[config.mk]
export PLATFORM = sky130hd
export DESIGN_NAME = irq_level_recognizer
export DESIGN_NICKNAME = d
export VERILOG_FILES = /design/src/rtl/irq_level_recognizer.sv
export SDC_FILE = /design/constraint.sdc
export NUM_CORES = 1
export LEC_CHECK = 0
export ABC_AREA = 1
export BUFFER_PORTS_ARGS = -buffer_cell sky130_fd_sc_hd__buf_4
export CAP_MARGIN = 20
export CORE_ASPECT_RATIO = 2
export CORE_MARGIN = 10
export CORE_UTILIZATION = 28
export CTS_CLUSTER_DIAMETER = 150
export CTS_CLUSTER_SIZE = 16
export DETAILED_ROUTE_END_ITERATION = 10
export PLACE_DENSITY = 0.52
export SYNTH_ARGS = -nofsm -noshare
export SYNTH_HDL_FRONTEND = slang
export SYNTH_SLANG_ARGS = --single-unit
export TNS_END_PERCENT = 30
[constraint.sdc]
create_clock -name clk -period 4.85 [get_ports clk]
set_input_delay 0 -clock clk [delete_from_list [all_inputs] [get_ports clk]]
set_output_delay 0 -clock clk [all_outputs]
set_load 0.05 [all_outputs]
[src/rtl/irq_level_recognizer.sv]
module irq_level_recognizer #(
  parameter int VEC_W     = 8,
  parameter int AVEC_BASE = 24
) (
  input  logic             clk,
  input  logic             rst_n,
  input  logic [2:0]       irq_req_i,
  input  logic [2:0]       sr_mask_i,
  input  logic [6:0]       avec_en_i,
  input  logic             blk_i,
  input  logic             higher_exc_i,
  input  logic             boundary_i,
  input  logic             ack_done_i,
  input  logic [VEC_W-1:0] ack_data_i,
  output logic             irq_pend_o,
  output logic [2:0]       irq_level_o,
  output logic             ack_req_o,
  output logic             vec_valid_o,
  output logic [VEC_W-1:0] vec_o
);

  typedef enum logic [1:0] {S_IDLE, S_ACK, S_HOLD} st_t;
  localparam logic [2:0] NMI_LVL = 3'd7;

  st_t        st;
  logic [2:0] sync1, sync2, qlev, qlev_prev, mask_q, taken_lvl;
  logic       nmi_pend, taken_avec;
  logic [2:0] pend_lvl;
  logic [7:0] avec_map;
  logic       lvl_ok, take, av_sel;

  // request synchronizer and two-sample qualifier
  always_ff @(posedge clk) begin
    if (!rst_n) begin
      sync1     <= '0;
      sync2     <= '0;
      qlev      <= '0;
      qlev_prev <= '0;
      mask_q    <= NMI_LVL;
    end else begin
      sync1     <= irq_req_i;
      sync2     <= sync1;
      if (sync1 == sync2) qlev <= sync2;
      qlev_prev <= qlev;
      mask_q    <= sr_mask_i;
    end
  end

  assign lvl_ok   = (qlev != 3'd0) && (qlev != NMI_LVL) && (qlev > mask_q);
  assign pend_lvl = nmi_pend ? NMI_LVL : (lvl_ok ? qlev : 3'd0);
  assign avec_map = {avec_en_i, 1'b0};
  assign av_sel   = avec_map[pend_lvl];

  assign irq_pend_o  = (st == S_IDLE) && (pend_lvl != 3'd0);
  assign irq_level_o = (st == S_IDLE) ? pend_lvl : taken_lvl;
  assign take        = irq_pend_o && boundary_i && !higher_exc_i;

  // nonmaskable edge latch
  always_ff @(posedge clk) begin
    if (!rst_n)
      nmi_pend <= 1'b0;
    else if (qlev == NMI_LVL && qlev_prev != NMI_LVL)
      nmi_pend <= 1'b1;
    else if ((take && pend_lvl == NMI_LVL) || qlev != NMI_LVL)
      nmi_pend <= 1'b0;
  end

  // service sequencer
  always_ff @(posedge clk) begin
    if (!rst_n) begin
      st          <= S_IDLE;
      taken_lvl   <= '0;
      taken_avec  <= 1'b0;
      ack_req_o   <= 1'b0;
      vec_valid_o <= 1'b0;
      vec_o       <= '0;
    end else begin
      ack_req_o   <= 1'b0;
      vec_valid_o <= 1'b0;
      case (st)
        S_IDLE: if (take) begin
          taken_lvl  <= pend_lvl;
          taken_avec <= av_sel;
          if (av_sel && blk_i) begin
            vec_valid_o <= 1'b1;
            vec_o       <= VEC_W'(AVEC_BASE) + VEC_W'(pend_lvl);
            st          <= S_HOLD;
          end else begin
            ack_req_o <= 1'b1;
            st        <= S_ACK;
          end
        end
        S_ACK: if (ack_done_i) begin
          vec_valid_o <= 1'b1;
          vec_o       <= taken_avec ? VEC_W'(AVEC_BASE) + VEC_W'(taken_lvl) : ack_data_i;
          st          <= S_HOLD;
        end
        S_HOLD: if (boundary_i) st <= S_IDLE;
        default: st <= S_IDLE;
      endcase
    end
  end

  p_mask_r3: assert property (@(posedge clk) disable iff (!rst_n)
    (irq_pend_o && irq_level_o != NMI_LVL) |-> (irq_level_o > mask_q));
  p_take_response_r6: assert property (@(posedge clk) disable iff (!rst_n)
    take |=> (ack_req_o || vec_valid_o));
  p_strobe_excl_r8: assert property (@(posedge clk) disable iff (!rst_n)
    !(ack_req_o && vec_valid_o));
  p_ack_pulse_r8: assert property (@(posedge clk) disable iff (!rst_n)
    ack_req_o |=> !ack_req_o);
  p_avec_value_r9: assert property (@(posedge clk) disable iff (!rst_n)
    (vec_valid_o && taken_avec) |-> (vec_o == VEC_W'(AVEC_BASE) + VEC_W'(taken_lvl)));
  p_hold_r10: assert property (@(posedge clk) disable iff (!rst_n)
    (ack_req_o || vec_valid_o) |-> !irq_pend_o);

endmodule

---- Yosys cells after proc, flatten, opt, wreduce, memory -nomap -nowiden ----
Cells that the tools add are included.
W data, S select, Z words.
storage, ports and cells
  input port bits ......................... 27
  output and inout bits ................... 14
  register bits ........................... 32
  word-level logic and storage cells ...... 68
cells by class
  equal/unequal tests ..................... 11
  add/subtract/negate cells ............... 2
  multiplexer cells ....................... 22
  $lt $le $gt $ge ......................... 2
  reductions and logical operators ........ 19
operators by type and width
  cell                   number
  $mux W8                4
  $pmux W8 S2            1
  $add A5 B3 Y6 const A  2
  $mux W3                3
  $logic_and A1 B1 Y1    8
  $mux W2                4
  $mux W1                7
  $eq A3 B3 Y1 const B   2
  $ne A2 B2 Y1 const B   3
  $ne A3 B3 Y1 const B   2
  $pmux W2 S3            1
  $reduce_and A3 Y1      2
  $reduce_bool A3 Y1     2
  $lt A3 B4 Y1 const B   1
  $reduce_and A4 Y1      1
  $reduce_bool A2 Y1     2
  $bmux W1 S3            1
  $eq A3 B3 Y1           1
  $gt A3 B3 Y1           1
  $eq A2 B1 Y1 const B   1
  $eq A2 B2 Y1 const B   1
  $logic_not A2 Y1       1
  $ne A2 B1 Y1 const B   1
  $pmux W1 S2            1
  other kinds (3)        3

---- Depth between registers and ports, before layout ----
  depth in word-level cells ............... 13
  gate-level depth with buffers ........... 16
  gate-level depth less buffers ........... 15

---- Least setup slack after synthesis ----
OpenSTA, ideal clock, no wires.
  path type ............................... flip-flop to output port
  from .................................... register qlev[0]
  to ...................................... output irq_pend_o
  path buffers ............................ 0
  setup slack ............................. 2452 ps
  cell stages (with the launch flop) ...... 10
  required time ........................... 4850 ps
  arrival time ............................ 2398 ps
  path through ............................ dfxtp_1 -> inv_2 -> ha_1 -> nand3_1 -> nand2_1 -> nor2_2 -> nand3_1 -> nand2_1 -> inv_1 -> a21boi_0
on the way
  cells in the longest elaborated chain, start to end .. 7
  elaborated cells between the ends (all ways) .. 9
  classes of those cells .................. order compare (1); eq/ne (1); mux (2); reduce/logical (5)
RTL lines
  item                                                                  RTL line  source
  start: declaration                                                    26        logic [2:0] sync1, sync2, qlev, qlev_prev, mask_q, taken_lvl;
  start signal: assignment                                              43        if (sync1 == sync2) qlev <= sync2;
  parallel branches: the longest is 3 deep, another holds $gt A3 B3 Y1  --
  $mux W3 * (2 in series)                                               50        assign pend_lvl = nmi_pend ? NMI_LVL : (lvl_ok ? qlev : 3'd0);
  $reduce_bool A3 Y1 *                                                  54        assign irq_pend_o = (st == S_IDLE) && (pend_lvl != 3'd0);
  $logic_and A1 B1 Y1 *                                                 54
  end: declaration                                                      15        output logic irq_pend_o,
Mark *: on every way between the ends.

---- Final worst setup path ----
  from .................................... register qlev[0]
  to ...................................... register vec_o[2]
on the way
  cells in the longest elaborated chain, start to end .. 11
  elaborated cells between the ends (all ways) .. 21
  classes of those cells .................. add/sub (1); order compare (1); eq/ne (3); mux (7); reduce/logical (9)
RTL lines
  item                                                                   RTL line  source
  parallel branches: the longest is 3 deep, another holds $gt A3 B3 Y1   --
  $mux W3 * (2 in series)                                                50
  parallel branches: the longest is 6 deep, another holds $add A5 B3 Y6  --
  end signal: assignment                                                 86        vec_o <= VEC_W'(AVEC_BASE) + VEC_W'(pend_lvl);
  end signal: assignment                                                 95        vec_o <= taken_avec ? VEC_W'(AVEC_BASE) + VEC_W'(taken_lvl) : ack_data_i;
  end: declaration                                                       19        output logic [VEC_W-1:0] vec_o
Mark *: on every way between the ends. The select of a mux whose other input is x is not followed.
A chain may end at the register's enable or synchronous reset.

==> results.md <==
* Cells on worst reg2reg path at 14
* Post-Route WL at 4.158 mm
* Tot GR Track Use at 9.441%
* Std-Cell Rows at 38
* Share of the yosys chip area belonging to registers at 41.42%
* Req. time, crit path at 5030 ps
* Final hold vios at 0
* Final instance area at 2073 µm²
* Dpl ws at 2559 ps
* Synth top cells by count: nand2_1, inv_1, dfxtp_1, a21oi_1, nor2_1
* Worst Slack Setup Final at 2550 ps
* Number of antenna violations at the first check in global routing at 0
* IO Port Bufs at 40
* Max Cap Viol at 0
* Antenna Cells at 0
* Hold Crit Class: input port to flip-flop
* Period utilisation layout at 47.42%
* Synth cell types at 26
* Hold Path Depth at 4
* Slew HR at 61.07%
* Synthesized instance count at 219
* Top-count cell post-synth: nand2_1
* Cells taking the most area after synthesis: dfxtp_1, nand2_1, inv_1
* Area leader, netlist: dfxtp_1
* Slew Limit Fails at 0
* Initial core utilization at 28.78%
* Syn avg cell area at 7.062 µm²
* Worst R2R Start: qlev[0]
* Synth async-reset ratio at 0%
* Netlist Area Pre-Place at 1546 µm²
* Filler cell count at 592
* CTS root buffer: clkbuf_8
* Worst Path Arrival at 2480 ps
* Gpl congestion at 0.8583
* Hold path start: ack_data_i[3]
* Post-DRT Antenna Nets at 0
* PwrDens at 287.1 nW/µm²
* CTS tree: built
* Yosys warnings at 0
* Drt via density at 4.588
* Drc violations at 0
* Leak Pwr at 1.086 nW
* Clk_lat worst skew at 290 ps
* DRT Pass-1 Iters at 4
* CP Class: flip-flop to flip-flop
* Post-layout util at 38.59%
* CP endpoint kind: flip-flop
* Final TNS setup at 0 ps
* H-tree depth at 2
* Pin count of the biggest net entering global routing at 26
* Vias in the first global route at 1,489
* Worst slew pin tran at 582.5 ps
* Max Fclk at 0.4348 GHz
* Fraction of layout cells with a size suffix above 1 at 23.33%
* Routed via count at 1,514
* Grt total ovfl at 0
* Boundary pin count at 41
* Placed cell area at 1896 µm²
* Yosys top cell area share at 41.42%
* DR WL/cell at 12.60 µm
* RSZ-0062 raised after global routing: no
* Setup violators final at 0
* Final HPWL DP at 3.240 mm
* Die Y-Extent at 125.1 µm
* Crit path time final at 2300 ps
* Reg clk slew, reported paths at 70 ps
* First-pass GRT wire length at 6.810 mm
* Post-synth EDFFs at 0
* Critical path startpoint: qlev[0]
* Syn_nets at 249
* Critical-path maximum fanout at 16
* First DRT Iteration DRCs at 53
* Synth-to-Final Area Change at 34.06%
* Top FF cell, synth: dfxtp_1
* # clock sinks at 32
* VDD IR max at 0.0002323 V
* Final #Nets at 299
* Clock skew at 10.44 ps
* Die X at 72.55 µm
* Deepest clock path buffer count at 2
* Number of synthesized register bits at 32
* Status: complete, no violations
* CTS buffer count at 5
* DIE AREA at 9076 µm²
* CORE AREA at 5373 µm²
* Worst Setup Start Kind: flip-flop
-- power breakdown --
part | total [mW] | switching [mW] | internal, mW
Clock | 0.252 | 0.0999 | 0.152
Sequential | 0.278 | 0.00617 | 0.271
Combinational | 0.0653 | 0.0338 | 0.0315
-- cell families after synthesis --
group	after synthesis	share of synthesized area (%)
AND/OR/NAND/NOR	99	30.18
AO/OA/AOI/OAI	41	13.92
XOR/XNOR	2	1.133
flip-flops	32	41.42
adder cells (fa/ha/maj)	3	2.427
buffers and inverters	42	10.92
-- layout make-up --
type / count / area, µm² / share of cell area (%)
multi-input combinational: 145 / 737.0 / 35.55
sequential: 32 / 640.6 / 30.90
timing repair buffer: 47 / 370.4 / 17.86
inverter: 38 / 142.6 / 6.880
tap: 60 / 75.07 / 3.621
clock buffer: 6 / 72.57 / 3.500
clock inverter: 2 / 35.03 / 1.690
-- sequential cells by signal (all words and copies together), names as in the netlist --
register     count
vec_valid_o      1
vec_o            8
qlev_prev        3
qlev             3
taken_lvl        3
taken_avec       1
st               2
sync1            3
sync2            3
nmi_pend         1
ack_req_o        1
mask_q           3
-- worst paths after layout --
| path | slack [ps] | to |
|---|---|---|
| setup / recovery | 2550 | vec_o[2] |
| hold / removal | 20 | vec_o[3] |
| setup reg to reg | 2550 | vec_o[2] |
| hold reg to reg | 430 | sync2[0] |
-- critical path, stage by stage, from the launching register on --
cell and delay [ps]:
dfxtp_1 420, inv_2 70, ha_1 300, nand3_1 70, nand2_1 60, nor2_2 150
nand3_2 160, nand2_1 170, nand2_1 80, nand3_1 70, nand3_1 80, nand2_2 130
nand3_4 190, a21oi_1 190, nor2_1 60
-- layout by cell type (no fill, tap or decap), types with 3 or more instances in the layout --
cell            n
dlygate4sd3_1   7
inv_1          35
nand3_2         3
nor2_1         19
o21ai_0        13
ha_1            3
or2_2           6
nand2_1        45
nand3_1        17
dfxtp_1        32
a21oi_1        24
buf_4          40
clkbuf_8        5
-- metal layers --
| metal | share of wire (%) | track usage, % | vias to the layer above |
|---|---|---|---|
| li1 | - | - | 795 |
| met1 | 39 | 9.184 | 671 |
| met2 | 51 | 16.26 | 39 |
| met3 | 7.3 | 3.563 | 9 |
| met4 | 2.9 | 5.281 | 0 |
| met5 | 0 | 0 | - |
-- through the flow --
stage,hold WS (ps),std cells,power (mW)
2_1_floorplan,97.63,219,0.3174
3_3_place_gp,180.4,315,0.3451
3_5_place_dp,188.7,315,0.3455
4_1_cts,11.79,330,0.6053
5_1_grt,37.95,330,0.6246
6_report,17.61,330,0.5953
-- what timing repair did --
item,in CTS,in global routing
gates resized for setup,0,0
setup endpoints to repair,0,0
hold buffers,7,0
setup buffers,0,0
hold endpoints to repair,7,0
No activity file was read; power rests on OpenSTA's default activity.
